<file path="src/rtl/wdk_pkg.sv">
// Package: shared constants and types for the keyed watchdog timer.
// Assumes a byte-addressed register bus with a 4-byte register stride.
package wdk_pkg;

    typedef enum logic [1:0] {
        WD_IDLE = 2'd0,
        WD_PRE  = 2'd1,
        WD_ACT  = 2'd2,
        WD_SVC  = 2'd3
    } wd_state_e;

    // register indices, ordered by offset
    localparam int REG_CNT_LO = 0;
    localparam int REG_CNT_HI = 1;
    localparam int REG_PRD_LO = 2;
    localparam int REG_PRD_HI = 3;
    localparam int REG_TCTL   = 4;
    localparam int REG_GCTL   = 5;
    localparam int REG_WCTL   = 6;
    localparam int N_REGS     = 7;
    localparam int REG_BASE   = 16;
    localparam int REG_STRIDE = 4;

    localparam logic [15:0] KEY_FIRST  = 16'hA5C6;
    localparam logic [15:0] KEY_SECOND = 16'hDA7E;
    localparam int KEY_LSB       = 16;
    localparam int KEY_W         = 16;
    localparam int WCTL_EN_BIT   = 14;
    localparam int WCTL_FLAG_BIT = 15;

    localparam int TCTL_MODE_LSB = 6;
    localparam logic [1:0] RUN_OFF  = 2'd0;
    localparam logic [1:0] RUN_ONCE = 2'd1;
    localparam logic [1:0] RUN_LOOP = 2'd2;
    localparam int GCTL_W = 4;
    localparam logic [1:0] GMODE_WDOG64 = 2'd2;

endpackage

</file>
<file path="src/rtl/wdk_bus_decode.sv">
// Module: address decode and read multiplexer for the register bank.
// Produces one write strobe per register and selects read data by offset.
// Assumes at most one register matches any address.
module wdk_bus_decode
    import wdk_pkg::*;
#(
    parameter int ADDR_W = 8,
    parameter int DATA_W = 32
) (
    input  logic                           we_i,
    input  logic [ADDR_W-1:0]              addr_i,
    input  logic [N_REGS-1:0][DATA_W-1:0]  rd_vals_i,
    output logic [N_REGS-1:0]              wr_sel_o,
    output logic [DATA_W-1:0]              rdata_o
);

    logic [N_REGS-1:0] match;

    for (genvar i = 0; i < N_REGS; i++) begin : g_reg
        localparam logic [ADDR_W-1:0] OFS = ADDR_W'(REG_BASE + i * REG_STRIDE);
        assign match[i]    = (addr_i == OFS);
        assign wr_sel_o[i] = we_i && match[i];
    end

    // Purpose: return the matching register, zero for an unmapped offset.
    always_comb begin
        rdata_o = '0;
        for (int i = 0; i < N_REGS; i++) begin
            if (match[i]) rdata_o = rd_vals_i[i];
        end
    end

endmodule

</file>
<file path="src/rtl/wdk_key_fsm.sv">
// Module: key handshake state machine (idle, pre-active, active, service).
// Assumes key_we_i is a single-clock strobe for a watchdog control write.
// A second key accepted from the service state raises reload_o in the same cycle.
module wdk_key_fsm
    import wdk_pkg::*;
(
    input  logic             clk,
    input  logic             rst_n,
    input  logic             key_we_i,
    input  logic [KEY_W-1:0] key_i,
    input  logic             en_bit_i,
    output wd_state_e        state_o,
    output logic             locked_o,
    output logic             armed_o,
    output logic             reload_o
);

    wd_state_e state_q, state_d;

    // Purpose: next state and reload decision from the key written this cycle.
    always_comb begin
        state_d  = state_q;
        reload_o = 1'b0;
        if (key_we_i) begin
            unique case (state_q)
                WD_IDLE: if (key_i == KEY_FIRST && en_bit_i) state_d = WD_PRE;
                WD_PRE:  state_d = (key_i == KEY_SECOND && en_bit_i) ? WD_ACT : WD_IDLE;
                WD_ACT:  if (key_i == KEY_FIRST) state_d = WD_SVC;
                WD_SVC: begin
                    state_d  = WD_ACT;
                    reload_o = (key_i == KEY_SECOND);
                end
                default: state_d = WD_IDLE;
            endcase
        end
    end

    // Purpose: hold the handshake state.
    always_ff @(posedge clk) begin
        if (!rst_n) state_q <= WD_IDLE;
        else        state_q <= state_d;
    end

    assign state_o  = state_q;
    assign locked_o = (state_q != WD_IDLE);
    assign armed_o  = (state_q == WD_ACT) || (state_q == WD_SVC);

endmodule

</file>
<file path="src/rtl/wdk_counter64.sv">
// Module: wide up-counter built from equal halves, each writable and each held
// at zero by its own reset-release bit. A half write overrides the count step
// for that half only. Assumes the write strobes are already gated by the lock.
module wdk_counter64 #(
    parameter  int HALF_W = 32,
    parameter  int N_HALF = 2,
    localparam int CNT_W  = HALF_W * N_HALF
) (
    input  logic              clk,
    input  logic              rst_n,
    input  logic              run_i,
    input  logic              wrap_i,
    input  logic              reload_i,
    input  logic [N_HALF-1:0] wr_half_i,
    input  logic [N_HALF-1:0] hold_half_i,
    input  logic [HALF_W-1:0] wdata_i,
    input  logic [CNT_W-1:0]  prd_i,
    output logic [CNT_W-1:0]  cnt_o,
    output logic              hit_o
);

    logic [HALF_W-1:0] half_q [N_HALF];
    logic [CNT_W-1:0]  step;

    for (genvar h = 0; h < N_HALF; h++) begin : g_join
        assign cnt_o[h*HALF_W +: HALF_W] = half_q[h];
    end

    assign hit_o = run_i && (cnt_o == prd_i);

    // Purpose: the count the counter would take with no bus write this cycle.
    always_comb begin
        step = cnt_o;
        if (run_i) begin
            if (cnt_o == prd_i) step = wrap_i ? '0 : cnt_o;
            else                step = cnt_o + 1'b1;
        end
        if (reload_i) step = '0;
    end

    for (genvar h = 0; h < N_HALF; h++) begin : g_half
        // Purpose: update one half: held, written, or stepped.
        always_ff @(posedge clk) begin
            if (!rst_n)              half_q[h] <= '0;
            else if (hold_half_i[h]) half_q[h] <= '0;
            else if (wr_half_i[h])   half_q[h] <= wdata_i;
            else                     half_q[h] <= step[h*HALF_W +: HALF_W];
        end
    end

endmodule

</file>
<file path="src/rtl/wdk_cfg_regs.sv">
// Module: period halves, run control, global control and the enable bit.
// Writes are dropped while locked. A finished one-shot run clears the run mode.
// Assumes wr_sel_i comes straight from the decoder.
module wdk_cfg_regs
    import wdk_pkg::*;
#(
    parameter  int DATA_W = 32,
    localparam int N_HALF = 2,
    localparam int PRD_W  = DATA_W * N_HALF
) (
    input  logic              clk,
    input  logic              rst_n,
    input  logic [N_REGS-1:0] wr_sel_i,
    input  logic [DATA_W-1:0] wdata_i,
    input  logic              locked_i,
    input  logic              oneshot_done_i,
    output logic [PRD_W-1:0]  prd_o,
    output logic [1:0]        mode_o,
    output logic [GCTL_W-1:0] gctl_o,
    output logic              en_o
);

    logic [DATA_W-1:0] prd_q [N_HALF];
    logic              open_wr;

    assign open_wr = !locked_i;

    for (genvar h = 0; h < N_HALF; h++) begin : g_prd
        localparam int SEL = REG_PRD_LO + h;
        // Purpose: store one period half.
        always_ff @(posedge clk) begin
            if (!rst_n)                      prd_q[h] <= '0;
            else if (wr_sel_i[SEL] && open_wr) prd_q[h] <= wdata_i;
        end
        assign prd_o[h*DATA_W +: DATA_W] = prd_q[h];
    end

    // Purpose: run mode; a write wins over the one-shot self-clear.
    always_ff @(posedge clk) begin
        if (!rst_n)                          mode_o <= RUN_OFF;
        else if (wr_sel_i[REG_TCTL] && open_wr) mode_o <= wdata_i[TCTL_MODE_LSB +: 2];
        else if (oneshot_done_i)             mode_o <= RUN_OFF;
    end

    // Purpose: half reset releases and the timer mode field.
    always_ff @(posedge clk) begin
        if (!rst_n)                          gctl_o <= '0;
        else if (wr_sel_i[REG_GCTL] && open_wr) gctl_o <= wdata_i[GCTL_W-1:0];
    end

    // Purpose: watchdog enable bit, writable only while idle.
    always_ff @(posedge clk) begin
        if (!rst_n)                          en_o <= 1'b0;
        else if (wr_sel_i[REG_WCTL] && open_wr) en_o <= wdata_i[WCTL_EN_BIT];
    end

endmodule

</file>
<file path="src/rtl/wdk_timer_top.sv">
// Module: keyed 64-bit watchdog timer top. Joins the decoder, the
// configuration registers, the counter and the key state machine. Raises a
// sticky flag and a one-clock reset request on the first armed timeout.
// Assumes a single clock domain and a synchronous active-low reset.
module wdk_timer_top
    import wdk_pkg::*;
#(
    parameter  int ADDR_W = 8,
    parameter  int DATA_W = 32,
    localparam int CNT_W  = 2 * DATA_W
) (
    input  logic              clk,
    input  logic              rst_n,
    input  logic              bus_we,
    input  logic [ADDR_W-1:0] bus_addr,
    input  logic [DATA_W-1:0] bus_wdata,
    output logic [DATA_W-1:0] bus_rdata,
    output logic              rst_req
);

    logic [N_REGS-1:0]             wr_sel;
    logic [N_REGS-1:0][DATA_W-1:0] rd_vals;
    logic [CNT_W-1:0]              cnt_val, prd_val;
    logic [1:0]                    mode;
    logic [GCTL_W-1:0]             gctl;
    logic                          en_q, flag_q;
    logic                          locked, armed, reload, hit, run;
    wd_state_e                     wd_state;

    wdk_bus_decode #(.ADDR_W(ADDR_W), .DATA_W(DATA_W)) u_dec (
        .we_i      (bus_we),
        .addr_i    (bus_addr),
        .rd_vals_i (rd_vals),
        .wr_sel_o  (wr_sel),
        .rdata_o   (bus_rdata)
    );

    wdk_key_fsm u_fsm (
        .clk      (clk),
        .rst_n    (rst_n),
        .key_we_i (wr_sel[REG_WCTL]),
        .key_i    (bus_wdata[KEY_LSB +: KEY_W]),
        .en_bit_i (bus_wdata[WCTL_EN_BIT]),
        .state_o  (wd_state),
        .locked_o (locked),
        .armed_o  (armed),
        .reload_o (reload)
    );

    wdk_cfg_regs #(.DATA_W(DATA_W)) u_cfg (
        .clk            (clk),
        .rst_n          (rst_n),
        .wr_sel_i       (wr_sel),
        .wdata_i        (bus_wdata),
        .locked_i       (locked),
        .oneshot_done_i (hit && (mode == RUN_ONCE)),
        .prd_o          (prd_val),
        .mode_o         (mode),
        .gctl_o         (gctl),
        .en_o           (en_q)
    );

    assign run = (gctl[1:0] == 2'b11) && (gctl[3:2] == GMODE_WDOG64)
              && ((mode == RUN_ONCE) || (mode == RUN_LOOP));

    wdk_counter64 #(.HALF_W(DATA_W), .N_HALF(2)) u_cnt (
        .clk         (clk),
        .rst_n       (rst_n),
        .run_i       (run),
        .wrap_i      (mode == RUN_LOOP),
        .reload_i    (reload),
        .wr_half_i   ({wr_sel[REG_CNT_HI], wr_sel[REG_CNT_LO]} & {2{!locked}}),
        .hold_half_i (~gctl[1:0]),
        .wdata_i     (bus_wdata),
        .prd_i       (prd_val),
        .cnt_o       (cnt_val),
        .hit_o       (hit)
    );

    // Purpose: sticky timeout flag and a request on the first armed match only.
    always_ff @(posedge clk) begin
        if (!rst_n) begin
            flag_q  <= 1'b0;
            rst_req <= 1'b0;
        end else if (hit && armed) begin
            flag_q  <= 1'b1;
            rst_req <= !flag_q;
        end else begin
            rst_req <= 1'b0;
        end
    end

    // Purpose: assemble read values in register index order.
    always_comb begin
        rd_vals                 = '0;
        rd_vals[REG_CNT_LO]     = cnt_val[DATA_W-1:0];
        rd_vals[REG_CNT_HI]     = cnt_val[CNT_W-1:DATA_W];
        rd_vals[REG_PRD_LO]     = prd_val[DATA_W-1:0];
        rd_vals[REG_PRD_HI]     = prd_val[CNT_W-1:DATA_W];
        rd_vals[REG_TCTL][TCTL_MODE_LSB +: 2] = mode;
        rd_vals[REG_GCTL][GCTL_W-1:0]         = gctl;
        rd_vals[REG_WCTL][WCTL_EN_BIT]        = en_q;
        rd_vals[REG_WCTL][WCTL_FLAG_BIT]      = flag_q;
    end

endmodule

</file>
<file path="config.mk">
export PLATFORM = sky130hd
export DESIGN_NAME = wdk_timer_top
export DESIGN_NICKNAME = d
export VERILOG_FILES = /design/src/rtl/wdk_pkg.sv /design/src/rtl/wdk_bus_decode.sv /design/src/rtl/wdk_key_fsm.sv /design/src/rtl/wdk_counter64.sv /design/src/rtl/wdk_cfg_regs.sv /design/src/rtl/wdk_timer_top.sv
export SDC_FILE = /design/constraint.sdc
export NUM_CORES = 1
export LEC_CHECK = 0
export ABC_AREA = 1
export BUFFER_PORTS_ARGS = -buffer_cell sky130_fd_sc_hd__buf_2
export CORE_UTILIZATION = 27
export CTS_BUF_LIST = sky130_fd_sc_hd__clkbuf_8
export DETAILED_ROUTE_END_ITERATION = 7
export REMOVE_ABC_BUFFERS = 1
export SYNTH_ARGS = -nofsm -noshare
export SYNTH_HDL_FRONTEND = slang
export SYNTH_SLANG_ARGS = --single-unit
</file>
<file path="constraint.sdc">
create_clock -name clk -period 8.25 [get_ports clk]
set_input_delay 1.65 -clock clk [delete_from_list [all_inputs] [get_ports clk]]
set_output_delay 1.65 -clock clk [all_outputs]
set_load 0.005 [all_outputs]
</file>
==> results of run 1 <==
-- layer usage --
metal  part of all wire, %  GRT usage [%]  up-vias
li1                      -              -     4348
met5                 0.035              0        -
met2                    47           34.2      429
met1                    43           27.9     4400
met3                   7.0           2.99       58
met4                   3.2           8.10        2
-- sequential cells by signal (all words and copies together), names as in the netlist --
register       count
u_cfg.prd_q       64
u_cnt.half_q      64
u_cfg.gctl_o       4
u_cfg.mode_o       2
u_fsm.state_o      2
flag_q             1
rst_req            1
u_cfg.en_o         1
-- stage by stage --
step	hold slack, ps	power (mW)	setup WS (ps)	cell area [µm²]
floorplan	400	0.831	2860	9410
global route	459	1.50	2520	10800
global placement	410	0.869	2630	10400
finish	420	1.46	2600	10800
detailed placement	417	0.870	2630	10400
CTS	426	1.47	2620	10800
-- power breakdown --
| group | leakage (nW) | switching, mW | internal (mW) |
|---|---|---|---|
| clock | 0.196 | 0.311 | 0.299 |
| sequential | 1.54 | 0.00930 | 0.773 |
| combinational | 2.75 | 0.0516 | 0.0207 |
-- final cells by class --
class	instances	area [µm²]
clock buffers	17	234
clock inverters	15	173
fillers	3820	23900
inverters	179	674
multi-input cells	921	4690
flip-flops and latches	139	4060
well taps	455	569
repair buffers	84	443
-- how the worst max path moves through the flow --
stage	from	endpoint	slack (ps)	depth (start not counted)
2_1_floorplan	bus_addr[1]	u_cfg.prd_q[1][0]	2860	5
3_3_place_gp	bus_addr[1]	bus_rdata[2]	2630	8
3_5_place_dp	bus_addr[1]	bus_rdata[2]	2630	8
4_1_cts	bus_addr[1]	bus_rdata[2]	2620	8
5_1_grt	bus_addr[1]	bus_rdata[15]	2520	8
6_report	bus_addr[1]	bus_rdata[2]	2600	8
-- kinds of logic after synthesis --
kind of cell,count (synthesis),synth area share [%]
AOI/OAI and AO/OA,186,11.1
buffers and inverters,213,8.58
xor gates and xnor gates,74,6.79
and+or+nand+nor,658,30.6
adders and majority gates,3,0.393
DFF,139,42.5
-- synth_stat cells, types with 3 or more instances --
cell        n
a211oi_1    5
a21oi_1    42
a31oi_1     4
buf_2       7
clkbuf_1   23
dfxtp_1    11
edfxtp_1  128
ha_1        3
inv_1     167
inv_2       9
nand2_1   293
nand2_2     9
nand2_4     3
nand3_1    56
nand3_2     3
nand4_1    25
nor2_1    201
nor2_2      8
nor2_4      9
nor2_8      3
nor3_1     26
nor4_1     11
o211ai_1    9
o21ai_0    64
o21ai_1    19
o221ai_1   12
o22ai_1    28
xnor2_1     3
xor2_1     71
==> run_results.csv, run 1 <==
group,metric,value,unit
power,power.density,135,nW/µm²
floorplanning,fp.dieH,190,µm
clocking,cts_tree,"built",
critical_path,r2r_end,"u_cnt.half_q[1][11]",
critical_path,critPathArrivalTime,4000,ps
global_routing,antenna_found_initial,1,
critical_path,crit_top_cell,"buf_2",
timing,slew_viol_final,0,
timing,setup_viol,0,
logic_synthesis,synthCells,1273,
finish,final_util,31.3,%
floorplanning,dieArea,36100,µm²
critical_path,worstPathMaxFanout,42,
min_path,min_path_type,"register to register",
logic_synthesis,synthDistinctLibCells,44,
floorplanning,io_pins,76,
logic_synthesis,synth_area_leaders,"edfxtp_1, nand2_1, nor2_1",
route,drc,0,
logic_synthesis,yosysWarnings,0,
clocking,htree_levels,4,
timing,setup_tns,0,ps
floorplanning,initial_utilization,27.5,%
min_path,whs_path_depth,1,
critical_path,crit_required,6600,ps
min_path,hold_end,"rst_req",
critical_path,path_cells,"buf_2 -> nor2_2 -> nand2_2 -> nor3_2 -> inv_2 -> o22ai_1 -> o21ai_0 -> buf_2",
place,numPortBuffers,75,
logic_synthesis,syn_area,9550,µm²
route,routed_via_density,5.10,
logic_synthesis,synth_edf_count,128,
timing,post-route-min-period,5650,ps
route,wl_per_cell,20.7,µm
critical_path,rr_startpoint,"u_cnt.half_q[1][19]",
timing,finalHoldViolations,0,
route,drt_iter0_drc,899,
critical_path,startpoint_type,"input port",
critical_path,cpPeakStageDelay,610,ps
clocking,cts_resized,0,
power,peakVddDrop,0.0861,mV
logic_synthesis,synth-async-reset-ratio,0,%
floorplanning,die_w,190,µm
logic_synthesis,ys_ff_latch,139,
clocking,worstSkewPairLatency,470,ps
clocking,numClockSinks,139,
place,gp_congestion,0.969,
finish,drive_gt1_share,12.4,%
finish,fin_nets,1388,
finish,antenna_cells,0,
clocking,cts_root_buffer,"clkbuf_8",
floorplanning,core,34700,µm²
finish,final_common_cell,"nand2_1",
route,drt_pass1_iterations,5,
place,dp_cells,1778,
run,cap_violations,0,
critical_path,reg2reg_setup_slack,5370,ps
logic_synthesis,netlist.area_leader.share,40.2,%
clocking,hold_buffers,0,
critical_path,crit_family,"simple AND/OR/NAND/NOR gates",
clocking,clk_path_buf_depth,2,
clocking,clkTransAtPathRegs,80,ps
finish,syn2layout_area_growth,13.6,%
timing,fin_skew,15.8,ps
global_routing,grtUsageTotal,21.0,%
global_routing,grt_remaining_overflow,0,
critical_path,reg2reg_depth,12,
route,antenna_left,0,
global_routing,grt_pass1_vias,8940,
timing,fmax,177,MHz
logic_synthesis,avgSynthCellArea,7.50,µm²
timing,tightest_slew,979,ps
critical_path,path_class,"input port to output pin",
route,via_count,9237,
clocking,postCtsSetupBuffers,0,
place,dp_hpwl,28000,µm
logic_synthesis,synth_top_flop_cell,"edfxtp_1",
logic_synthesis,yosysTopAreaCell,"edfxtp_1",
logic_synthesis,ys_seq_area_share,42.5,%
critical_path,endpoint_kind,"output pin",
finish,layoutNonFillerInstCount,1810,
floorplanning,rows,68,
power,p_leak,4.48,nW
status,outcome,"completed",
critical_path,critPathBufInv,3,
critical_path,critPathSlowestCell,"nor3_2",
route,drt-total-wl,37400,µm
clocking,cts_buffers,17,
finish,final_cell_mix,"nand2_1, nor2_1, inv_1, edfxtp_1, buf_2",
timing,post-route-period-util,68.5,%
min_path,hp-start,"flag_q",
global_routing,grt_max_degree,43,
timing,slew_headroom,34.6,%
timing,rsz0062_at_grt,"false",
global_routing,grt_first_pass_wirelength,55900,µm
(Power assumes the default switching activity.)
==> run 2: changes to the inputs <==
- ABC_AREA: 1 -> 0
- clock period: 8.25 -> 5.85 ns (I/O delays scaled with it)
==> run_results.csv, run 2 <==
group,metric,value,unit
finish,antenna_cells,0,
clocking,worstSkewPairLatency,470,ps
route,drt_pass1_iterations,5,
route,wl_per_cell,21.6,µm
power,power.density,199,nW/µm²
floorplanning,rows,65,
logic_synthesis,yosysWarnings,0,
route,drt-total-wl,30200,µm
finish,fillers,3285,
global_routing,grt_pass1_vias,7025,
power,p_sw,0.474,mW
power,p_clk_share,38.0,%
min_path,min_path_type,"register to register",
timing,slew_headroom,23.5,%
logic_synthesis,synth_area_leaders,"edfxtp_1, xnor2_1, nand2_1",
clocking,cts_buffers,17,
place,gp_congestion,0.937,
timing,fmax,208,MHz
timing,post-route-period-util,82.0,%
critical_path,endpoint_kind,"output pin",
finish,final_cell_mix,"nand2_1, edfxtp_1, xnor2_1, o21ai_0, buf_2",
finish,multiInputGateArea,4290,µm²
floorplanning,die_w,181,µm
clocking,cts_resized,0,
timing,tightest_slew,1140,ps
logic_synthesis,ys_seq_area_share,47.1,%
timing,worst_hold_slack,480,ps
logic_synthesis,avgSynthCellArea,9.26,µm²
logic_synthesis,netlist.area_leader.share,44.5,%
finish,drive_gt1_share,13.8,%
timing,finalHoldViolations,0,
critical_path,path_class,"input port to output pin",
critical_path,rr_startpoint,"u_cnt.half_q[1][0]",
clocking,cts_root_buffer,"clkbuf_8",
power,p_leak,3.14,nW
floorplanning,fp.dieH,181,µm
floorplanning,core,31500,µm²
run,cap_violations,0,
timing,setup_viol,0,
finish,final_common_cell,"nand2_1",
critical_path,critPathArrivalTime,3630,ps
place,dp_hpwl,21800,µm
critical_path,startpoint,"bus_addr[5]",
finish,layoutNonFillerInstCount,1395,
critical_path,reg2reg_depth,6,
clocking,clkTransAtPathRegs,80,ps
route,drc,0,
timing,slew_viol_final,0,
logic_synthesis,yosysTopAreaCell,"edfxtp_1",
critical_path,worstPathMaxFanout,26,
timing,setup_tns,0,ps
finish,seqCellArea,4060,µm²
timing,rsz0062_at_grt,"false",
clocking,numClockSinks,139,
power,p_int,1.47,mW
power,peakVddDrop,0.120,mV
power,pwr-share-seq,56.8,%
logic_synthesis,synth_top_flop_cell,"edfxtp_1",
power,power_frac_comb,5.3,%
logic_synthesis,synthDistinctLibCells,50,
logic_synthesis,ys_ff_latch,139,
route,via_count,7315,
finish,top_regs,"u_cfg.prd_q (64), u_cnt.half_q (64), u_cfg.gctl_o (4)",
timing,post-route-min-period,4800,ps
global_routing,grtUsageTotal,18.7,%
critical_path,r2r_end,"u_cnt.half_q[1][26]",
global_routing,grt_first_pass_wirelength,45500,µm
logic_synthesis,synth-async-reset-ratio,0,%
place,dp_cells,1363,
logic_synthesis,synth.most_common_cell,"nand2_1",
logic_synthesis,synthCells,933,
floorplanning,initial_utilization,27.4,%
timing,fin_skew,19.6,ps
logic_synthesis,synth_edf_count,128,
critical_path,cp-endpoint,"bus_rdata[9]",
logic_synthesis,synthTopCellsByCount,"nand2_1, edfxtp_1, xnor2_1",
clocking,clk_path_buf_depth,2,
critical_path,crit_required,4680,ps
route,routed_via_density,5.24,
finish,syn2layout_area_growth,12.9,%
finish,final_area,9750,µm²
floorplanning,dieArea,32700,µm²
floorplanning,io_pins,76,
clocking,postCtsSetupBuffers,0,
place,placed_cell_area,9400,µm²
status,outcome,"completed",
place,numPortBuffers,75,
global_routing,grt_remaining_overflow,0,
route,antenna_left,0,
clocking,cts_tree,"built",
finish,fin_nets,1026,
critical_path,startpoint_type,"input port",
critical_path,reg2reg_setup_slack,2040,ps
logic_synthesis,syn_area,8640,µm²
clocking,htree_levels,4,
global_routing,antenna_found_initial,0,
route,drt_iter0_drc,780,
power,switching_share,24.4,%
clocking,hold_buffers,0,
global_routing,grt_max_degree,33,
==> run 2: cell count changes in the layout (fill, tap and decap cells not counted), sizes merged, moves of 13 or more <==
cell	change
and4	+13
and2	+68
o22ai	-28
nand2	-147
xor2	-45
a21oi	-24
xnor2	+97
nand4	+18
inv	-164
a31oi	+20
nor2	-165
nand3	-27
==> run 2: cells by family (layout without fill, tap and decap cells) <==
kind of cell / after synthesis / count (layout) / synth area share, %
adder cells (fa/ha/maj): 3 / 3 / 0.435
AO/OA/AOI/OAI: 152 / 152 / 9.87
buffers and inverters: 75 / 135 / 3.74
flip-flops: 139 / 139 / 47.1
XOR/XNOR: 126 / 126 / 12.8
AND/OR/NAND/NOR: 435 / 435 / 25.8
multiplexers: 3 / 3 / 0.377
==> run 2: power by group through the flow <==
stage / Combinational (mW) / Clock [mW] / Sequential [mW]
6_report: 0.102 / 0.737 / 1.10
5_1_grt: 0.108 / 0.785 / 1.10
4_1_cts: 0.101 / 0.744 / 1.10
3_5_place_dp: 0.101 / 0 / 1.12
3_3_place_gp: 0.100 / 0 / 1.12
2_1_floorplan: 0.0365 / 0 / 1.12
==> run 2: area by class of cell <==
cell class | instances | area share, %
clock buffer | 19 | 2.68
clock inverter | 13 | 0.950
inverter | 12 | 0.462
multi-input combinational | 719 | 44.0
sequential | 139 | 41.7
tap | 402 | 5.16
timing repair buffer | 91 | 5.08
==> run 2: metrics by stage <==
| step | power (mW) | utilization, % | setup slack [ps] |
|---|---|---|---|
| 6_report | 1.94 | 31.0 | 1050 |
| 5_1_grt | 2.00 | 31.0 | 900 |
| 3_3_place_gp | 1.22 | 29.9 | 1090 |
| 4_1_cts | 1.95 | 31.0 | 1040 |
| 2_1_floorplan | 1.16 | - | 90.6 |
| 3_5_place_dp | 1.23 | 29.9 | 1050 |
==> run 2: routing by layer <==
layer	share of wire [%]	global-route usage, %	vias to the layer above	wire, µm
li1	-	-	3405	-
met1	42	24.5	3509	12700
met2	48	30.7	354	14400
met3	7.7	3.43	47	2320
met4	2.7	6.60	0	815
met5	0	0	-	0
==> run 2: how the worst min path moves through the flow <==
stage | start | end | slack [ps] | depth (start not counted)
after floorplan | flag_q | rst_req | 420 | 1
after global placement | u_cfg.gctl_o[2] | u_cfg.gctl_o[2] | 460 | 2
after detailed placement | u_cfg.gctl_o[2] | u_cfg.gctl_o[2] | 470 | 2
after CTS | u_cfg.gctl_o[2] | u_cfg.gctl_o[2] | 480 | 2
after global routing | flag_q | rst_req | 510 | 1
final | u_cfg.gctl_o[2] | u_cfg.gctl_o[2] | 480 | 2
==> run 2: critical path, stage by stage <==
cell and delay (ps):
buf_2 100, or4b_4 580, or2_1 370, nor2_2 150, buf_4 250, nand2_2 490, nor2_1 270, a31oi_1 80
buf_2 140
==> run 3: changes to the inputs <==
- clock period: 5.85 -> 3.9 ns (I/O delays scaled with it)
==> run_results.csv, run 3 (synthesis results as in run 2) <==
group,metric,value,unit
place,numPortBuffers,75,
route,via_count,7640,
global_routing,grt_remaining_overflow,0,
timing,timing.final.ws_setup,280,ps
finish,final_cell_mix,"nand2_1, edfxtp_1, xnor2_1, o21ai_0, buf_2",
global_routing,antenna_found_initial,0,
critical_path,endpoint_kind,"output pin",
clocking,cts_tree,"built",
finish,layoutNonFillerInstCount,1413,
route,drt_pass1_iterations,5,
clocking,htree_levels,4,
finish,drive_gt1_share,15.6,%
floorplanning,fp.dieH,181,µm
critical_path,reg2reg_depth,9,
route,routed_via_density,5.41,
finish,final_area,10000,µm²
route,drc,0,
timing,rsz0062_at_grt,"false",
global_routing,grtUsageTotal,19.0,%
clocking,clkTransAtPathRegs,90,ps
route,drt-total-wl,30800,µm
global_routing,grt_max_degree,35,
clocking,postCtsSetupBuffers,0,
clocking,hold_buffers,0,
run,cap_violations,0,
critical_path,startpoint_type,"input port",
clocking,numClockSinks,139,
timing,tightest_slew,988,ps
floorplanning,die_w,181,µm
route,antenna_left,0,
timing,post-route-period-util,92.8,%
floorplanning,dieArea,32700,µm²
power,p_total,3.15,mW
place,dp_hpwl,22200,µm
power,peakVddDrop,0.147,mV
clocking,cts_buffers,17,
clocking,worstSkewPairLatency,460,ps
floorplanning,rows,65,
finish,final_util,31.8,%
min_path,whs_path_depth,1,
place,placed_cell_area,9560,µm²
place,dp_cells,1381,
route,wl_per_cell,21.8,µm
floorplanning,io_pins,76,
power,power.density,315,nW/µm²
status,outcome,"completed",
critical_path,crit_required,3120,ps
timing,fmax,276,MHz
timing,post-route-min-period,3620,ps
place,place_ws,302,ps
global_routing,grt_pass1_vias,7360,
finish,final_common_cell,"nand2_1",
finish,top_regs,"u_cfg.prd_q (64), u_cnt.half_q (64), u_cfg.gctl_o (4)",
critical_path,path_class,"input port to output pin",
timing,slew_headroom,33.9,%
route,drt_iter0_drc,827,
critical_path,critPathArrivalTime,2840,ps
power,p_leak,3.26,nW
global_routing,grt_first_pass_wirelength,46600,µm
clocking,clk_path_buf_depth,2,
timing,worst_hold_slack,476,ps
timing,setup_tns,0,ps
critical_path,worstPathMaxFanout,14,
finish,fin_nets,1044,
timing,setup_viol,0,
min_path,min_path_type,"register to register",
floorplanning,initial_utilization,27.4,%
critical_path,reg2reg_setup_slack,830,ps
timing,fin_skew,16.5,ps
clocking,cts_root_buffer,"clkbuf_8",
clocking,cts_resized,0,
timing,slew_viol_final,0,
finish,syn2layout_area_growth,15.9,%
floorplanning,core,31500,µm²
timing,finalHoldViolations,0,
finish,antenna_cells,0,
place,gp_congestion,0.883,
## run 3: cell count changes in the layout (fill, tap and decap cells not counted), moves of 2 or more
cell       delta
buf_4        +15
bufinv_16     +3
clkinv_4      +2
inv_1         -4
buf_12        +3
## run 3: final cells by class
type	instances	area, µm²
Clock inverter	12	173
Inverter	12	45.0
Timing Repair Buffer	109	668
Tap cell	402	503
Multi-Input combinational cell	719	4280
Fill cell	3239	21500
Sequential cell	139	4060
Clock buffer	20	275
## run 3: per-layer routing
layer / track usage, % / vias up / share of wire [%]
met5: 0 / - / 0
met4: 7.04 / 0 / 3.0
met1: 25.7 / 3723 / 43
met2: 30.5 / 420 / 46
li1: - / 3437 / -
met3: 3.23 / 60 / 7.8
## run 3: worst max-delay path, cell delays in order
cell	delay, ps
buf_2	100
or4b_4	570
or2_1	280
nor2_2	110
buf_4	220
nand2_1	280
nor2_1	160
o21ai_0	150
buf_2	170
## run 3: power breakdown
part	switching (mW)	total (mW)	internal, mW
combinational	0.109	0.158	0.0492
sequential	0.0201	1.65	1.63
clock	0.596	1.34	0.744
total	0.724	3.15	2.43
## run 3: path summary, 6_finish.rpt
kind                       from                  end
min reg2reg              flag_q              rst_req
max                 bus_addr[5]        bus_rdata[14]
min                      flag_q              rst_req
max reg2reg  u_cnt.half_q[1][0]  u_cnt.half_q[0][25]
